--- config.mk ---
export PLATFORM = sky130hd
export DESIGN_NAME = scsi_phase_regs
export DESIGN_NICKNAME = d
export VERILOG_FILES = /design/src/rtl/scsi_regs_pkg.sv /design/src/rtl/scsi_sel_decode.sv /design/src/rtl/scsi_status_next.sv /design/src/rtl/scsi_reg_bank.sv /design/src/rtl/scsi_phase_regs.sv
export SDC_FILE = /design/constraint.sdc
export NUM_CORES = 1
export LEC_CHECK = 0
export ABC_CLOCK_PERIOD_IN_PS = 3340
export BUFFER_PORTS_ARGS = -buffer_cell sky130_fd_sc_hd__clkbuf_2
export CAP_MARGIN = 20
export CORE_ASPECT_RATIO = 1.5
export CORE_UTILIZATION = 50
export CTS_CLUSTER_SIZE = 24
export DETAILED_ROUTE_END_ITERATION = 10
export GPL_ROUTABILITY_DRIVEN = 0
export MAX_ROUTING_LAYER = met4
export PLACE_DENSITY = 0.83
export SLEW_MARGIN = 20
export SYNTH_ARGS = -nofsm -noshare
export SYNTH_HDL_FRONTEND = slang
export SYNTH_SLANG_ARGS = --single-unit
--- constraint.sdc ---
create_clock -name clk -period 3.34 [get_ports clk]
set_input_delay 0 -clock clk [delete_from_list [all_inputs] [get_ports clk]]
set_output_delay 0 -clock clk [all_outputs]
set_load 0.02 [all_outputs]
--- src/rtl/scsi_regs_pkg.sv ---
package scsi_regs_pkg;
  localparam int REG_CNT = 8;
  localparam int OFF_W   = $clog2(REG_CNT);

  typedef enum logic [OFF_W-1:0] {
    OFF_DATA  = 3'd0,
    OFF_ICMD  = 3'd1,
    OFF_MODE  = 3'd2,
    OFF_TCMD  = 3'd3,
    OFF_BSTAT = 3'd4,
    OFF_BNS   = 3'd5,
    OFF_AUX6  = 3'd6,
    OFF_AUX7  = 3'd7
  } reg_off_e;

  // bus status byte fields
  localparam int BS_BSY = 6;
  localparam int BS_REQ = 5;
  localparam int PH_HI  = 4;
  localparam int PH_LO  = 2;
  localparam logic [2:0] PH_DATA_IN = 3'd1;

  // bus-and-status byte fields
  localparam int BNS_DMA = 6;
  localparam int BNS_PM  = 3;
  localparam logic [7:0] BNS_DMA_GO = 8'h48;

  // initiator command fields and values
  localparam int IC_ARB  = 6;
  localparam int IC_LOST = 5;
  localparam int IC_ACK  = 4;
  localparam logic [7:0] IC_RELEASE = 8'h00;
  localparam logic [7:0] IC_DBUS    = 8'h01;
  localparam logic [7:0] IC_SELECT  = 8'h04;
  localparam logic [7:0] IC_CLAIM   = 8'h05;

  // mode values
  localparam logic [7:0] MD_IDLE = 8'h00;
  localparam logic [7:0] MD_ARB  = 8'h01;
  localparam logic [7:0] MD_DMA  = 8'h02;
endpackage

--- src/rtl/scsi_sel_decode.sv ---
module scsi_sel_decode #(
  parameter int DATA_W = 8,
  parameter int ID_W   = 3
) (
  input  logic [DATA_W-1:0] sel_byte,
  output logic              hit,
  output logic [ID_W-1:0]   id
);
  localparam int SCAN = DATA_W - 1;

  logic [DATA_W-1:0] masked;

  always_comb begin
    masked = sel_byte;
    masked[DATA_W-1] = 1'b0;
    hit = 1'b0;
    id  = '0;
    for (int i = 0; i < SCAN; i++) begin
      if (masked == (DATA_W'(1) << i)) begin
        hit = 1'b1;
        id  = ID_W'(i);
      end
    end
  end
endmodule

--- src/rtl/scsi_status_next.sv ---
module scsi_status_next
  import scsi_regs_pkg::*;
#(
  parameter int DATA_W = 8
) (
  input  logic              wr_en,
  input  reg_off_e          off,
  input  logic [DATA_W-1:0] wdata,
  input  logic              dev_here,
  input  logic [DATA_W-1:0] icmd_q,
  input  logic [DATA_W-1:0] bstat_q,
  input  logic [DATA_W-1:0] bns_q,
  output logic [DATA_W-1:0] icmd_side,
  output logic [DATA_W-1:0] bstat_side,
  output logic [DATA_W-1:0] bns_side
);
  always_comb begin
    icmd_side  = icmd_q;
    bstat_side = bstat_q;
    bns_side   = bns_q;
    if (wr_en) begin
      unique case (off)
        OFF_ICMD: begin
          if (wdata == IC_RELEASE) bstat_side[BS_BSY] = 1'b0;
          if (wdata == IC_CLAIM)   bstat_side[BS_BSY] = dev_here;
          if (wdata == IC_DBUS)    bstat_side[BS_REQ] = 1'b1;
          if (wdata[IC_ACK])       bstat_side[BS_REQ] = 1'b0;
        end
        OFF_MODE: begin
          if (wdata == MD_DMA)  bns_side[BNS_DMA] = 1'b1;
          if (wdata == MD_IDLE) bns_side[BNS_DMA] = 1'b0;
          if (wdata == MD_ARB) begin
            icmd_side[IC_ARB]  = 1'b1;
            icmd_side[IC_LOST] = 1'b0;
          end
        end
        OFF_TCMD: begin
          bstat_side[PH_HI:PH_LO] = wdata[2:0];
          bstat_side[BS_REQ]      = 1'b1;
          bns_side[BNS_PM]        = 1'b1;
        end
        default: ;
      endcase
    end
  end
endmodule

--- src/rtl/scsi_reg_bank.sv ---
module scsi_reg_bank
  import scsi_regs_pkg::*;
#(
  parameter int DATA_W = 8
) (
  input  logic                           clk,
  input  logic                           rst,
  input  logic                           wr_en,
  input  reg_off_e                       off,
  input  logic [DATA_W-1:0]              store_byte,
  input  logic [DATA_W-1:0]              icmd_side,
  input  logic [DATA_W-1:0]              bstat_side,
  input  logic [DATA_W-1:0]              bns_side,
  output logic [REG_CNT-1:0][DATA_W-1:0] regs_q
);
  for (genvar g = 0; g < REG_CNT; g++) begin : g_reg
    logic              wr_hit;
    logic [DATA_W-1:0] nxt;

    assign wr_hit = wr_en && (off == reg_off_e'(g));

    if (g == int'(OFF_ICMD)) begin : g_icmd
      assign nxt = wr_hit ? store_byte : icmd_side;
    end else if (g == int'(OFF_BSTAT)) begin : g_bstat
      assign nxt = wr_hit ? store_byte : bstat_side;
    end else if (g == int'(OFF_BNS)) begin : g_bns
      // the DMA start write shares this offset and wins over the plain store
      assign nxt = wr_hit ? DATA_W'(BNS_DMA_GO) : bns_side;
    end else begin : g_plain
      assign nxt = wr_hit ? store_byte : regs_q[g];
    end

    always_ff @(posedge clk) begin
      if (rst) regs_q[g] <= '0;
      else     regs_q[g] <= nxt;
    end
  end
endmodule

--- src/rtl/scsi_phase_regs.sv ---
module scsi_phase_regs
  import scsi_regs_pkg::*;
#(
  parameter int ADDR_W = 8,
  parameter int ID_W   = 3
) (
  input  logic                 clk,
  input  logic                 rst,
  input  logic                 wr_en,
  input  logic                 rd_en,
  input  logic [ADDR_W-1:0]    addr,
  input  logic [7:0]           wdata,
  input  logic [7:0]           dev_data,
  input  logic [(1<<ID_W)-1:0] dev_present,
  output logic [7:0]           rdata,
  output logic [ID_W-1:0]      target_id
);
  localparam int DATA_W = 8;

  reg_off_e                       off;
  logic [REG_CNT-1:0][DATA_W-1:0] regs_q;
  logic [DATA_W-1:0]              icmd_q, bstat_q, bns_q;
  logic [DATA_W-1:0]              icmd_side, bstat_side, bns_side;
  logic [DATA_W-1:0]              store_byte;
  logic                           selecting;
  logic                           sel_hit;
  logic [ID_W-1:0]                sel_id;
  logic [ID_W-1:0]                tid_q;
  logic [DATA_W-1:0]              rdata_q;

  assign off       = reg_off_e'(addr[OFF_W-1:0]);
  assign icmd_q    = regs_q[OFF_ICMD];
  assign bstat_q   = regs_q[OFF_BSTAT];
  assign bns_q     = regs_q[OFF_BNS];
  assign selecting = wr_en && (off == OFF_DATA) && (icmd_q == IC_SELECT);

  always_comb begin
    store_byte = wdata;
    if (selecting) store_byte[DATA_W-1] = 1'b0;
  end

  scsi_sel_decode #(.DATA_W(DATA_W), .ID_W(ID_W)) u_sel (
    .sel_byte (wdata),
    .hit      (sel_hit),
    .id       (sel_id)
  );

  scsi_status_next #(.DATA_W(DATA_W)) u_next (
    .wr_en      (wr_en),
    .off        (off),
    .wdata      (wdata),
    .dev_here   (dev_present[tid_q]),
    .icmd_q     (icmd_q),
    .bstat_q    (bstat_q),
    .bns_q      (bns_q),
    .icmd_side  (icmd_side),
    .bstat_side (bstat_side),
    .bns_side   (bns_side)
  );

  scsi_reg_bank #(.DATA_W(DATA_W)) u_bank (
    .clk        (clk),
    .rst        (rst),
    .wr_en      (wr_en),
    .off        (off),
    .store_byte (store_byte),
    .icmd_side  (icmd_side),
    .bstat_side (bstat_side),
    .bns_side   (bns_side),
    .regs_q     (regs_q)
  );

  always_ff @(posedge clk) begin
    if (rst)                      tid_q <= '0;
    else if (selecting && sel_hit) tid_q <= sel_id;
  end

  always_ff @(posedge clk) begin
    if (rst) begin
      rdata_q <= '0;
    end else if (rd_en) begin
      if (off == OFF_DATA && bstat_q[PH_HI:PH_LO] == PH_DATA_IN) rdata_q <= dev_data;
      else                                                       rdata_q <= regs_q[off];
    end
  end

  assign rdata     = rdata_q;
  assign target_id = tid_q;
endmodule

==> flow_metrics.py <==
metrics = {
    "placement": {
        "placed_area_mm2": 0.003669,
        "hpwlAfterDp_mm": 6.313,
        "port_buffers": 41,
    },
    "logic_synthesis": {
        "yosysWarnings": 0,
        "synth_area_per_cell_um2": 7.985,
        "ys_dominant_reg_cell": "dfxtp_1",
        "synth_compound_area_share_pct": 18.14,
        "syn_area_mm2": 0.003490,
        "synth-seq-area-share_pct": 39.58,
        "synth_adder_area_share_pct": 0,
        "synth.distinct_cells": 46,
        "syn_nets": 473,
        "synth_xor_area_share_pct": 1.255,
        "syn-instance-count": 437,
        "yosys.area_share.simple_pct": 24.81,
        "async_reset_ff_share_pct": 0,
        "synth_edf_count": 0,
        "muxShareOfSynthArea_pct": 10.90,
        "synth_seq_cells": 69,
        "synth_top_family_by_area": "simple AND/OR/NAND/NOR gates",
    },
    "critical_path": {
        "cp.depth": 5,
        "path_cells": "nor4b_1, and2_1, nand2_1, a311oi_1, dlygate4sd3_1",
        "crit_path_start": "u_bank.regs_q[36]",
        "worstSetupEndpoint": "rdata[3]",
        "cp_max_fo": 10,
        "arrival_ps": 2520,
        "r2r_cells": 5,
        "worstReg2RegEnd": "rdata[3]",
        "cp_top_family": "simple AND/OR/NAND/NOR gates",
        "critical_path_buf_inv_count": 1,
        "critPathKind": "reg2reg",
        "critical_path_required_ps": 3640,
        "worst_path_max_delay_cell": "dlygate4sd3_1",
        "critical_path.max_stage_delay_ps": 580,
        "r2r_slack_ps": 1130,
        "critPathLaunchType": "register",
        "critPathCaptureType": "register",
        "reg2reg_from": "u_bank.regs_q[36]",
    },
    "clocking": {
        "clock_latency_ps": 350,
        "clk_path_buf_depth": 2,
        "cts_root_buffer": "clkbuf_8",
        "numCtsBuffers": 9,
        "clkSinkCount": 69,
        "clk_pin_slew_worst_paths_ps": 70,
        "postCtsSetupBuffers": 0,
        "cts_tree": "built",
        "h-tree-depth": 3,
    },
    "run_status": {
        "status": "complete, no violations",
    },
    "power": {
        "combPwrFrac_pct": 11.1,
        "intPower_mw": 1.296,
        "switchingPower_mw": 0.4330,
        "clockPowerShare_pct": 39.5,
        "p_total_mw": 1.729,
        "swShare_pct": 25.04,
        "p_leak_nw": 1.436,
        "vdd_ir_drop_max_mv": 0.1972,
        "powerDensity_mw_per_mm2": 438.7,
        "pwr-share-seq_pct": 49.4,
    },
    "detailed_routing": {
        "routedWlPerCell_um": 17.58,
        "drt_wl_total_mm": 9.547,
        "drtIter0Drc": 255,
        "via_per_inst": 6.157,
        "via_count": 3343,
        "drc": 0,
        "ant_nets": 0,
        "dr.pass1.iters": 5,
    },
    "sta": {
        "finClkSkew_ps": 5.786,
        "fin_crit_sh_pct": 66.26,
        "fmax_ghz": 0.4519,
        "timing.hold.ws_ps": 7.463,
        "rsz0062_at_grt": "false",
        "finalCriticalPeriod_ps": 2213,
        "hold_viol": 0,
        "tightest_slew_ps": 1071,
        "maxSlewHeadroom_pct": 28.58,
        "final_max_slew_viol_count": 0,
        "final.setup.tns_ps": 0,
        "finalSetupViolCount": 0,
    },
    "floorplanning": {
        "fp.dieW_um": 70.21,
        "start_util_pct": 52.70,
        "ios": 47,
        "num_rows": 36,
        "core_area_mm2": 0.006621,
        "die_y_um": 104.3,
        "die_area_mm2": 0.007324,
    },
    "cells_and_area": {
        "final_area_mm2": 0.003941,
        "nets": 499,
        "area_growth_pct": 12.94,
        "fin_util_pct": 59.52,
        "n_antenna_cell": 0,
        "drive_gt1_share_pct": 16.49,
        "filler_cell_count": 596,
    },
    "flow_run": {
        "max_cap_violations": 0,
    },
    "grt": {
        "track_usage_pct": 28.14,
        "grt_pass1_vias": 3335,
        "antenna_found_initial": 0,
        "grt_pass1_wl_mm": 15.76,
        "overflow": 0,
        "grt_max_degree": 58,
    },
    "hold_path": {
        "min_path_type": "in2reg",
    },
}
state kept, by name, summed over array words and instances (netlist names):
signal         cells
rdata              8
target_id          3
u_bank.regs_q     58
repair_timing:
action / 4_1_cts / 5_1_grt
endpoints found under the setup margin: 0 / 0
hold endpoints to repair: 7 / 0
hold buffers: 8 / 0
gates resized for setup: 0 / 0
cells in the mapped netlist (4+ instances only):
library cell / number / area [µm²]
mux2i_1: 20 / 200.2
nor2_1: 21 / 78.83
a21oi_1: 56 / 280.3
a22o_1: 7 / 61.31
or3_1: 4 / 25.02
or2_2: 4 / 25.02
o22ai_1: 10 / 62.56
o221ai_1: 6 / 52.55
nand4b_1: 7 / 61.31
clkbuf_1: 32 / 120.1
inv_1: 6 / 22.52
nand2_1: 107 / 401.6
nor4b_1: 6 / 52.55
mux2_2: 10 / 112.6
nor4_1: 4 / 25.02
a311oi_1: 5 / 43.79
xor2_1: 5 / 43.79
dfxtp_1: 69 / 1381
nand2b_1: 10 / 62.56
o21ai_0: 5 / 25.02
final cells by class:
class / instances / area (µm²) / share of cell area (%)
clock buffers: 14 / 162.7 / 4.127
inverters: 7 / 26.28 / 0.6667
well taps: 76 / 95.09 / 2.413
repair buffers: 54 / 322.8 / 8.190
clock inverters: 1 / 30.03 / 0.7619
flip-flops and latches: 69 / 1381 / 35.05
multi-input cells: 322 / 1923 / 48.79
how the worst min path moves through the flow:
stage,start,end,slack (ps),cells after the start
5_1_grt,dev_data[6],rdata[6],40,5
3_3_place_gp,dev_data[3],rdata[3],260,3
4_1_cts,dev_data[6],rdata[6],10,5
3_5_place_dp,dev_data[3],rdata[3],270,3
2_1_floorplan,dev_data[3],rdata[3],160,2
6_report,dev_data[6],rdata[6],7,5
cells by family (layout without fill, tap and decap cells):
group / Yosys count / in the layout
muxes: 33 / 33
xor gates and xnor gates: 5 / 5
buffers and inverters: 46 / 76
DFF: 69 / 69
and+or+nand+nor: 181 / 181
AOI/OAI and AO/OA: 103 / 103
metal layers:
metal	GRT usage, %	up-vias	wire (µm)
met2	48.76	142	5010
met4	17.29	0	436
met5	-	-	0
li1	-	1593	-
met1	29.72	1569	3561
met3	3.876	39	538
worst register-to-register path, stage by stage, from the launching register on:
cell           delay (ps)
dfxtp_1               340
nor4b_1               510
and2_1                390
nand2_1               100
a311oi_1              250
dlygate4sd3_1         580
cell usage in the layout (no fill, tap or decap), drive strengths merged, types with 5 or more instances in the layout:
cell / instances
nor2: 21
mux2i: 20
nand2b: 10
o221ai: 6
mux2: 10
dfxtp: 69
dlygate4sd3: 8
o22ai: 10
a311oi: 5
o21ai: 5
a22o: 7
nor4b: 6
a21oi: 56
buf: 5
xor2: 5
nand2: 107
nand4b: 7
clkbuf: 55
inv: 6
stage by stage:
stage / setup WS (ps) / cells
global placement: 1156 / 520
global route: 1047 / 543
CTS: 1172 / 543
floorplan: 1601 / 437
finish: 1127 / 543
detailed placement: 1052 / 520
power by group through the flow:
stage               Clock, mW  Sequential, mW  Combinational, mW
floorplan                   0           0.871              0.126
global placement            0           0.871              0.174
detailed placement          0           0.872              0.179
CTS                     0.689           0.853              0.188
global route            0.718           0.855              0.209
finish                  0.683           0.854              0.192
No activity file was read; power rests on OpenSTA's default activity.
